**src/rtl/softint_gate_pkg.sv**
```systemverilog
package softint_gate_pkg;

  // Software update requests for one cycle
  typedef struct packed {
    logic load;
    logic orw;
    logic andn;
  } sw_ops_t;

  localparam int DEF_SW_W   = 17;
  localparam int DEF_LVL_W  = 4;
  localparam int DEF_THRESH = 14;

endpackage

```
**src/rtl/softint_word_reg.sv**
```systemverilog
module softint_word_reg
  import softint_gate_pkg::*;
#(
  parameter int SW_W = DEF_SW_W
) (
  input  logic            clk,
  input  logic            rst_n,
  input  sw_ops_t         ops,
  input  logic [SW_W-1:0] data,
  input  logic            hit,
  output logic [SW_W-1:0] word_q
);

  localparam int HIT_BIT = SW_W - 1;

  // Fixed order: load, OR, AND-NOT, then the timer hit last so it is never lost
  function automatic logic [SW_W-1:0] merge_next(
    input logic [SW_W-1:0] cur,
    input sw_ops_t         op,
    input logic [SW_W-1:0] d,
    input logic            h
  );
    logic [SW_W-1:0] v;
    v = cur;
    if (op.load) v = d;
    if (op.orw)  v = v | d;
    if (op.andn) v = v & ~d;
    if (h)       v[HIT_BIT] = 1'b1;
    return v;
  endfunction

  logic [SW_W-1:0] word_d;
  logic            any_upd;

  assign any_upd = ops.load | ops.orw | ops.andn | hit;

  always_comb begin
    word_d = merge_next(word_q, ops, data, hit);
  end

  always_ff @(posedge clk or negedge rst_n) begin
    if (!rst_n) word_q <= '0;
    else        word_q <= word_d;
  end

  assert_hold_R2: assert property (@(posedge clk) disable iff (!rst_n)
    !any_upd |=> $stable(word_q));

  assert_load_R2: assert property (@(posedge clk) disable iff (!rst_n)
    (ops.load && !ops.orw && !ops.andn && !hit) |=> (word_q == $past(data)));

  assert_or_keeps_R3: assert property (@(posedge clk) disable iff (!rst_n)
    (ops.orw && !ops.andn) |=> ((word_q & $past(data)) == $past(data)));

  assert_andn_clears_R4: assert property (@(posedge clk) disable iff (!rst_n)
    (ops.andn && !hit) |=> ((word_q & $past(data)) == '0));

  assert_hit_sets_R6: assert property (@(posedge clk) disable iff (!rst_n)
    hit |=> word_q[HIT_BIT]);

endmodule

```
**src/rtl/softint_level_reg.sv**
```systemverilog
module softint_level_reg
  import softint_gate_pkg::*;
#(
  parameter int LVL_W = DEF_LVL_W
) (
  input  logic             clk,
  input  logic             rst_n,
  input  logic             we,
  input  logic [LVL_W-1:0] wd,
  output logic [LVL_W-1:0] lvl_q
);

  always_ff @(posedge clk or negedge rst_n) begin
    if (!rst_n)  lvl_q <= '0;
    else if (we) lvl_q <= wd;
  end

  assert_lvl_load_R7: assert property (@(posedge clk) disable iff (!rst_n)
    we |=> (lvl_q == $past(wd)));

  assert_lvl_hold_R7: assert property (@(posedge clk) disable iff (!rst_n)
    !we |=> $stable(lvl_q));

endmodule

```
**src/rtl/softint_pend_mask.sv**
```systemverilog
module softint_pend_mask
  import softint_gate_pkg::*;
#(
  parameter int SW_W   = DEF_SW_W,
  parameter int LVL_W  = DEF_LVL_W,
  parameter int THRESH = DEF_THRESH
) (
  input  logic [SW_W-1:0]  word,
  input  logic [LVL_W-1:0] lvl,
  output logic [SW_W-1:0]  pend
);

  localparam int TOP = SW_W - 1;

  // Tick bits: a fixed ceiling on the level
  function automatic logic fixed_open(input logic [LVL_W-1:0] l);
    return 32'(l) < THRESH;
  endfunction

  // Middle bits: the index must be strictly above the level
  function automatic logic index_open(input int idx, input logic [LVL_W-1:0] l);
    return 32'(l) < idx;
  endfunction

  for (genvar b = 0; b < SW_W; b++) begin : g_bit
    if (b == 0 || b == TOP) begin : g_fixed
      assign pend[b] = word[b] & fixed_open(lvl);
    end else begin : g_index
      assign pend[b] = word[b] & index_open(b, lvl);
    end
  end

endmodule

```
**src/rtl/softint_level_gate.sv**
```systemverilog
module softint_level_gate
  import softint_gate_pkg::*;
#(
  parameter int SW_W   = DEF_SW_W,
  parameter int LVL_W  = DEF_LVL_W,
  parameter int THRESH = DEF_THRESH
) (
  input  logic             clk,
  input  logic             rst_n,
  input  logic             sw_load,
  input  logic             sw_or,
  input  logic             sw_andn,
  input  logic [SW_W-1:0]  sw_data,
  input  logic             lvl_load,
  input  logic [LVL_W-1:0] lvl_data,
  input  logic             stick_hit,
  output logic [SW_W-1:0]  sw_rd,
  output logic [LVL_W-1:0] lvl_rd,
  output logic [SW_W-1:0]  pend
);

  localparam int TOP = SW_W - 1;

  sw_ops_t         ops;
  logic [SW_W-1:0] word_q;
  logic [LVL_W-1:0] lvl_q;

  assign ops = '{load: sw_load, orw: sw_or, andn: sw_andn};

  softint_word_reg #(.SW_W(SW_W)) u_word (
    .clk(clk), .rst_n(rst_n), .ops(ops), .data(sw_data),
    .hit(stick_hit), .word_q(word_q)
  );

  softint_level_reg #(.LVL_W(LVL_W)) u_lvl (
    .clk(clk), .rst_n(rst_n), .we(lvl_load), .wd(lvl_data), .lvl_q(lvl_q)
  );

  softint_pend_mask #(.SW_W(SW_W), .LVL_W(LVL_W), .THRESH(THRESH)) u_mask (
    .word(word_q), .lvl(lvl_q), .pend(pend)
  );

  assign sw_rd  = word_q;
  assign lvl_rd = lvl_q;

  assert_fixed_gate_R8: assert property (@(posedge clk) disable iff (!rst_n)
    (32'(lvl_q) >= THRESH) |-> (!pend[0] && !pend[TOP]));

  assert_fixed_pass_R8: assert property (@(posedge clk) disable iff (!rst_n)
    (32'(lvl_q) < THRESH) |-> (pend[0] == word_q[0] && pend[TOP] == word_q[TOP]));

  assert_index_block_R9: assert property (@(posedge clk) disable iff (!rst_n)
    (lvl_q != '0 && 32'(lvl_q) < TOP) |-> !pend[lvl_q]);

  assert_subset_R10: assert property (@(posedge clk) disable iff (!rst_n)
    (pend & ~word_q) == '0);

endmodule

```
**config.mk**
```make
export PLATFORM = sky130hd
export DESIGN_NAME = softint_level_gate
export DESIGN_NICKNAME = d
export VERILOG_FILES = /design/src/rtl/softint_gate_pkg.sv /design/src/rtl/softint_word_reg.sv /design/src/rtl/softint_level_reg.sv /design/src/rtl/softint_pend_mask.sv /design/src/rtl/softint_level_gate.sv
export SDC_FILE = /design/constraint.sdc
export NUM_CORES = 1
export LEC_CHECK = 0
export ABC_AREA = 1
export ABC_CLOCK_PERIOD_IN_PS = 1420
export BUFFER_PORTS_ARGS = -buffer_cell sky130_fd_sc_hd__buf_4
export CAP_MARGIN = 20
export CORE_ASPECT_RATIO = 0.9
export CORE_MARGIN = 2
export CORE_UTILIZATION = 47
export CTS_BUF_LIST = sky130_fd_sc_hd__clkbuf_16
export CTS_CLUSTER_SIZE = 40
export DETAILED_ROUTE_END_ITERATION = 6
export GPL_TIMING_DRIVEN = 0
export PLACE_DENSITY = 0.83
export SLEW_MARGIN = 20
export SYNTH_ARGS = -nofsm -noshare
export SYNTH_HDL_FRONTEND = slang
export SYNTH_SLANG_ARGS = --single-unit
```
**constraint.sdc**
```tcl
create_clock -name clk -period 1.42 [get_ports clk]
set_input_delay 0.142 -clock clk [delete_from_list [all_inputs] [get_ports clk]]
set_output_delay 0.142 -clock clk [all_outputs]
set_load 0.005 [all_outputs]
```
# Yosys cells after proc, flatten, opt, wreduce, memory -nomap -nowiden
# Index checks and enable logic that the tools add are counted.
# W data, S select, Z words.
# totals
regBits	21
in_bits	28
wordCells	41
# classes
n_lt_le_gt_ge	15
n_mux	4
bitwise	20
# op_table
cell	n
$mux W17	3
$lt A4 B4 Y1 const B	8
$and A1 B1 Y1	17
$and A17 B17 Y17	1
$not A17 Y17	1
$or A17 B17 Y17	1
$lt A4 B3 Y1 const B	4
$lt A4 B2 Y1 const B	2
$lt A4 B1 Y1 const B	1
$mux W1	1

# Logic depth before layout (Yosys ltp)
# Gate-level depths: netlist (run 1).
# logic_depth
word_depth	6
mapped_depth	5
depth_no_buf	5

# Hierarchy
# From an unflattened synthesis (run 1), not the netlist that was laid out.
# hier_totals
hier_cells	161
area_unflattened_um2	1222.4
# by_module_without_submodules
mod	n_inst	cells_each	area_each_um2	seq_area_each_um2
softint_word_reg	1	95	874.6	425.4
softint_pend_mask	1	49	198.9	0.0
softint_level_reg	1	17	148.9	100.1

# Worst setup path before layout (run 1)
# No wires, ideal clock.
# synth_path
kind	register to output
startpoint	register u_lvl.lvl_q[3]
endpoint	output pend[1]
t_arrival_ns	0.877
t_required_ns	1.278
path_slack_ns	0.401
stages_incl_launch_ff	4
n_path_buf	0
cell_sequence	dfrtp_1 -> inv_1 -> nand2_1 -> nor3b_1
# synth_between
elab_chain_len	2
# synth_lines
item	line_no	source
start: declaration	softint_level_reg.sv:10	output logic [LVL_W-1:0] lvl_q
start signal: assignment	softint_level_reg.sv:15	else if (we) lvl_q <= wd;
$lt A4 B1 Y1	softint_pend_mask.sv:22	return 32'(l) < idx;
$and A1 B1 Y1	softint_pend_mask.sv:29	assign pend[b] = word[b] & index_open(b, lvl);
end: declaration	softint_level_gate.sv:19	output logic [SW_W-1:0] pend
# Every way passes these cells.

# Worst setup path in the final report (run 1)
# Ends and elaborated chain as after synthesis.

==> run metrics, run 1 <==
largest area contributor in the netlist=dfrtp_1; sequential-to-total area share from yosys stat=44.73%; achievable frequency=0.7254 GHz; Post-synth ARST share=100.0%; fin nets=250; mean post-synth cell area=7.938 um2; Final HPWL DP=between 2 and 2.5 mm; DIE AREA=0.002916 mm2; Commonest cells post-synth=nand2_1, dfrtp_1, inv_1, a21boi_2, a21boi_0; CTS Root Cell=clkbuf_16; GRT Util Overall=a little under a quarter; number of remaining DRC errors=0; share of cells above drive strength 1=44.80%; share of the synthesized area in the top cell type=44.73%; Max Transition Viols Final=0; Worst Setup End Kind=output port; Worst setup SP type=flip-flop; number of distinct library cells after synthesis=19; largest net degree at the start of global routing=22; CTS tree=built; post-synthesis simple-gate area fraction=27.80%; number of flops mapped to enable cells by yosys=0; fill count=about 180; max cap viols=0; most used flip-flop cell after synthesis=dfrtp_1; Required @ worst endpoint=1280 ps; critical path class=flip-flop to output port; grt total ovfl=0; die width=56.70 um; worst-skew pair later-pin latency=250 ps; leakage=1.000 nW; wire length per cell=13.13 um; crit path time final=1379 ps; first-pass GRT wire length=roughly 5.4 mm; Core Area=approximately 0.0024 mm2; Yosys reg bits=21; Setup Viol. Count Final=0; Post-Route Skew=0 ps; critical path's slowest cell=dfrtp_2; I/O pin count=66; worst-margin pin slew=271.5 ps; status=finished, final reports clean; Compound-Gate Fraction of Synth Area=19.06%; TritonCTS buffer count=3; routability cong.=0.8522; I/O Buffers=64; Worst-path clk slew=60 ps; mux contribution to synthesized area=0%; worst path cell trace=inv_2 > nand2_1 > nor3b_2 > buf_4; post-route ant nets=0; antenna diode count=0; worst-path maximum fanout=5; row count=17; final core occ=76.05%; mapped cell area=0.001175 mm2; drt pass-1 iters=4; # clock sinks=21; Pwr Density=about 970 mW/mm2; Worst EP arrival=approximately 1200 ps; CTS Buffer Depth=2; H-tree levels=1; Vias=around 1.2k; Adder-Cell Fraction of Synth Area=0%; slowest stage delay, CP=between 400 and 500 ps; yosys warns=0; Slew headroom=between 80% and 90%; Post-Route WL=3.269 mm; Syn-to-layout area delta=55.59%; Vias/cell=4.972; part of the cycle the worst path needs=97.09%; Net Count, Synth=~180; Total Neg Setup Slack=0 ps; count leader, synth=nand2_1; Area contributors post-synth=dfrtp_1, nand2_1, a21boi_2, a21boi_0, inv_1; final hold vios=0; dominant combinational cell family by area after synthesis=simple AND/OR/NAND/NOR gates; Synth Area in XOR/XNOR=0%; initial cell density of the core=between 40% and 50%; min-delay worst type=input pin to flip-flop; Peak VDD IR=about 0.99 mV; RSZ-0062 raised after global routing=false; First DRT Iteration DRCs=a little over 40; vias in the first global route=1,148; Synth Instances=148; initial antenna violation count=0; Die Height=51.43 um
## what timing repair did
| action | 4_1_cts | 5_1_grt |
|---|---|---|
| hold buffers | 1 | 0 |
| resized for setup | 5 | 6 |
| endpoints found under the hold margin | 21 | 0 |
| buffers inserted | 1 | 3 |
| setup endpoints to repair | 6 | 6 |
## report_power, final
group	internal [mW]	switching (mW)	leakage (nW)
combinational	0.264	0.212	0.704
clock	0.375	0.214	0.0423
sequential	0.656	0.0526	0.254
## critical path: cells and delay by family, from the launching register on
kind	cells	cell delay (ps)
DFF	1	430
and+or+nand+nor	2	330
buffers and inverters	2	230
## metal layers
layer | wire length, um | vias to the layer above | global-route usage [%]
li1 | - | 613 | -
met1 | 1324 | 581 | 31.30
met2 | 1768 | 40 | 39.92
met3 | 143 | 4 | 4.304
met4 | 33 | 0 | 8.333
met5 | 0 | - | 0
## metrics by stage
step	hold WS [ps]	area, um2	power, mW	std cells	setup WS, ps
global placement	38.16	1690	1.150	240	206.2
global route	90.58	1828	1.867	249	2.913
finish	72.98	1828	1.774	249	41.37
CTS	72.41	1794	1.763	246	2.508
detailed placement	42.64	1690	1.167	240	202.3
floorplan	-153.6	1175	0.8921	148	400.9
## path summary, 6_finish.rpt
check	startpoint	to	slack [ps]	cells past startpoint
max in group asynchronous	rst_n	u_lvl.lvl_q[1]	860	2
worst min-delay path	stick_hit	u_word.word_q[16]	70	3
min in group asynchronous	rst_n	u_word.word_q[4]	320	2
worst max-delay path	u_lvl.lvl_q[3]	pend[1]	40	4
worst min register to register	u_word.word_q[0]	u_word.word_q[0]	560	2
worst max register to register	u_word.word_q[13]	u_word.word_q[13]	680	2
## logic make-up after synthesis
family | after synthesis
AO/OA/AOI/OAI | 29
buffers and inverters | 19
flip-flops | 21
AND/OR/NAND/NOR | 79
## layout make-up
cell class	count	area, um2	area share [%]
flip-flops and latches	21	528.0	28.88
multi-input cells	108	566.8	31.01
clock inverters	1	3.754	0.2053
plain buffers	4	40.04	2.190
repair buffers	69	520.5	28.47
inverters	15	58.81	3.217
clock buffers	3	75.07	4.107
well taps	28	35.03	1.916
## placed cells by master (no fill, tap or decap), types with 5 or more instances in the layout
cell / netlist / routed
dfrtp_1: 21 / 19
a21boi_2: 8 / 8
inv_1: 14 / 12
nor2_1: 5 / 5
nand2_2: 4 / 7
a21boi_0: 7 / 6
buf_4: 2 / 70
o21ai_0: 5 / 5
nand2_1: 68 / 65
## sequential cells by signal, indices dropped and copies added, names as in the netlist
| signal | cells |
|---|---|
| u_word.word_q | 17 |
| u_lvl.lvl_q | 4 |
Note: power is estimated with default switching activity, not from simulation.
==> run 2, diff against run 1 <==
--- a/config.mk
+++ b/config.mk
@@ -20,4 +20,5 @@
 export SLEW_MARGIN = 20
 export SYNTH_ARGS = -nofsm -noshare
 export SYNTH_HDL_FRONTEND = slang
+export SYNTH_HIERARCHICAL = 1
 export SYNTH_SLANG_ARGS = --single-unit
==> run metrics, run 2 <==
status=finished, final reports clean; sequential-to-total area share from yosys stat=42.99% (-1.7 points); max cap viols=0 (unchanged); Worst-path clk slew=60 ps (about the same); fin nets=261 (+4.4%); final core occ=75.05% (-1.0 points); worst-margin pin slew=278.9 ps (+7.362 ps); combinational share of power=26.6% (-0.3 points); min-delay worst type=input pin to flip-flop; yosys warns=6 (+6); Final HPWL DP=2.545 mm (+4.3%); Vias=1,279 (+3.3%); routability cong.=0.8152 (-4.3%); antenna diode count=0 (unchanged); part of the cycle the worst path needs=94.85% (-2.2 points); Core Area=0.002467 mm2 (+2.7%); Synth Instances=161 (+8.8%); Top reg by flops=u_word/word_q; CTS Root Cell=clkbuf_16; share of the synthesized area in the top cell type=42.99% (-1.7 points); internal power=1.299 mW (+0.29%); first-pass GRT wire length=5.464 mm (+2.1%); # clock sinks=21 (unchanged); Max Transition Viols Final=0 (unchanged); I/O Buffers=64 (unchanged); Design Area, Final=0.001852 mm2 (+1.3%); Clock Power Share=33.3% (about the same); most common cell after layout, fill and taps aside=nand2_1; number of flops mapped to enable cells by yosys=0 (unchanged); crit path time final=1347 ps (-31.76 ps); achievable frequency=0.7425 GHz (+2.4%); most used flip-flop cell after synthesis=dfrtp_1; CTS Buffer Depth=2 (unchanged); switching share of power=27.52% (+0.50 points); I/O pin count=66 (unchanged); DP Area=0.001738 mm2 (+2.8%); multi-input logic area=605.6 um2 (+6.8%); H-tree levels=1 (unchanged); largest net degree at the start of global routing=22 (unchanged); switching power=0.4930 mW (+2.9%); initial antenna violation count=0 (unchanged); wire length per cell=13.28 um (+1.1%); mean post-synth cell area=7.593 um2 (-4.4%); Worst EP arrival=1200 ps (-40 ps); First DRT Iteration DRCs=51 (+24%); Area contributors post-synth=dfrtp_1, nand2_1, a21boi_2, nand2_2, nor2_1; final hold vios=0 (unchanged); Net Count, Synth=189 (+7.4%); number of distinct library cells after synthesis=19 (unchanged); TritonCTS buffer count=3 (unchanged); Slew headroom=81.41% (-0.49 points); WHS=67.99 ps (-4.996 ps); largest area contributor in the netlist=dfrtp_1; fill count=185 (+3.4%); row count=17 (unchanged); GRT Util Overall=23.94% (about the same); initial cell density of the core=49.54% (+0.66 points); Post-Route WL=3.452 mm (+5.6%); commonest non-fill, non-tap cells in the layout=nand2_1, buf_4, dfrtp_1; Pwr Density=967.6 mW/mm2 (-0.31%); count leader, synth=nand2_1; post-route ant nets=0 (unchanged); Worst Setup End Kind=output port; CTS tree=built; Register Area=529.3 um2 (+0.24%); grt total ovfl=0 (unchanged); vias in the first global route=1,221 (+6.4%); Vias/cell=4.919 (-1.1%); Post-Route Skew=0 ps (unchanged); worst-skew pair later-pin latency=250 ps (about the same); Worst setup SP type=flip-flop; mapped cell area=0.001222 mm2 (+4.0%); die width=57.76 um (+1.9%); number of remaining DRC errors=0 (unchanged); Largest register FFs=17 (unchanged); Required @ worst endpoint=1280 ps (about the same); DIE AREA=0.003025 mm2 (+3.7%); Total Neg Setup Slack=0 ps (unchanged); Syn-to-layout area delta=51.48%; share of cells above drive strength 1=44.40% (-0.40 points); Post-synth ARST share=100.0% (unchanged); leakage=1.030 nW (+2.9%); Peak VDD IR=0.7958 mV (-20%); power after layout=1.792 mW (+0.99%); worst-path maximum fanout=8 (+3); RSZ-0062 raised after global routing=false; top flop regs=u_word/word_q: 17 flops, u_lvl/lvl_q: 4 flops; Setup Viol. Count Final=0 (unchanged); sequential share of power=40.1% (+0.2 points); Die Height=52.38 um (+1.8%); drt pass-1 iters=4 (unchanged); Commonest cells post-synth=nand2_1, dfrtp_1, nor2_1, inv_1, nand2_2; critical path class=flip-flop to output port; Yosys reg bits=21 (unchanged)
-- run 2: final cells by class --
type / instances / area share, %
Tap cell: 28 / 1.892
Buffer: 4 / 2.162
Timing Repair Buffer: 67 / 27.30
Clock inverter: 1 / 0.2703
Inverter: 15 / 3.041
Sequential cell: 21 / 28.58
Multi-Input combinational cell: 121 / 32.70
Clock buffer: 3 / 4.054
-- run 2: critical path, cell delays in order (launching register included) --
cell and delay, ps:
dfrtp_2 450, inv_1 110, nand2_1 90, nor2_1 130
nor2_1 50, buf_4 130
-- run 2: cell families after synthesis --
| family | Yosys count | synth area share [%] |
|---|---|---|
| compound gates | 18 | 13.71 |
| buf+inv | 19 | 7.880 |
| flops | 21 | 42.99 |
| simple gates | 103 | 35.41 |
-- run 2: path summary, 6_finish.rpt --
kind | from | endpoint | slack, ps | depth (start not counted)
max | u_lvl/lvl_q[2] | pend[9] | 70 | 5
min | stick_hit | u_word/word_q[16] | 70 | 3
max reg2reg | u_lvl/lvl_q[1] | u_lvl/lvl_q[1] | 580 | 3
min reg2reg | u_word/word_q[4] | u_word/word_q[4] | 560 | 2
max in group asynchronous | rst_n | u_lvl/lvl_q[2] | 850 | 2
min in group asynchronous | rst_n | u_word/word_q[9] | 330 | 2
-- run 2: metal layers --
metal  global-route usage [%]  vias to the layer above  share of wire [%]
met5                        0                        -                  0
met4                    10.47                        0                1.2
met3                    3.210                        4                5.4
met2                    41.10                       53                 52
met1                    30.12                      592                 41
li1                         -                      630                  -
-- run 2: power groups by stage --
stage	clock network (mW)	registers, mW	logic, mW
global placement	0	0.722	0.450
CTS	0.607	0.716	0.469
floorplan	0	0.719	0.192
global route	0.634	0.727	0.525
detailed placement	0	0.726	0.463
finish	0.597	0.718	0.477
-- run 2: timing repair --
item                                    in CTS  in global routing
hold buffers                                 1                  0
endpoints found under the setup margin       3                  9
setup buffers                                0                  2
endpoints found under the hold margin       21                  0
resized for setup                            1                  3
-- run 2: through the flow --
stage               setup slack (ps)  cells
floorplan                      503.6    161
global placement               290.2    253
detailed placement             267.3    253
CTS                            1.658    258
global route                   2.547    260
finish                         73.13    260
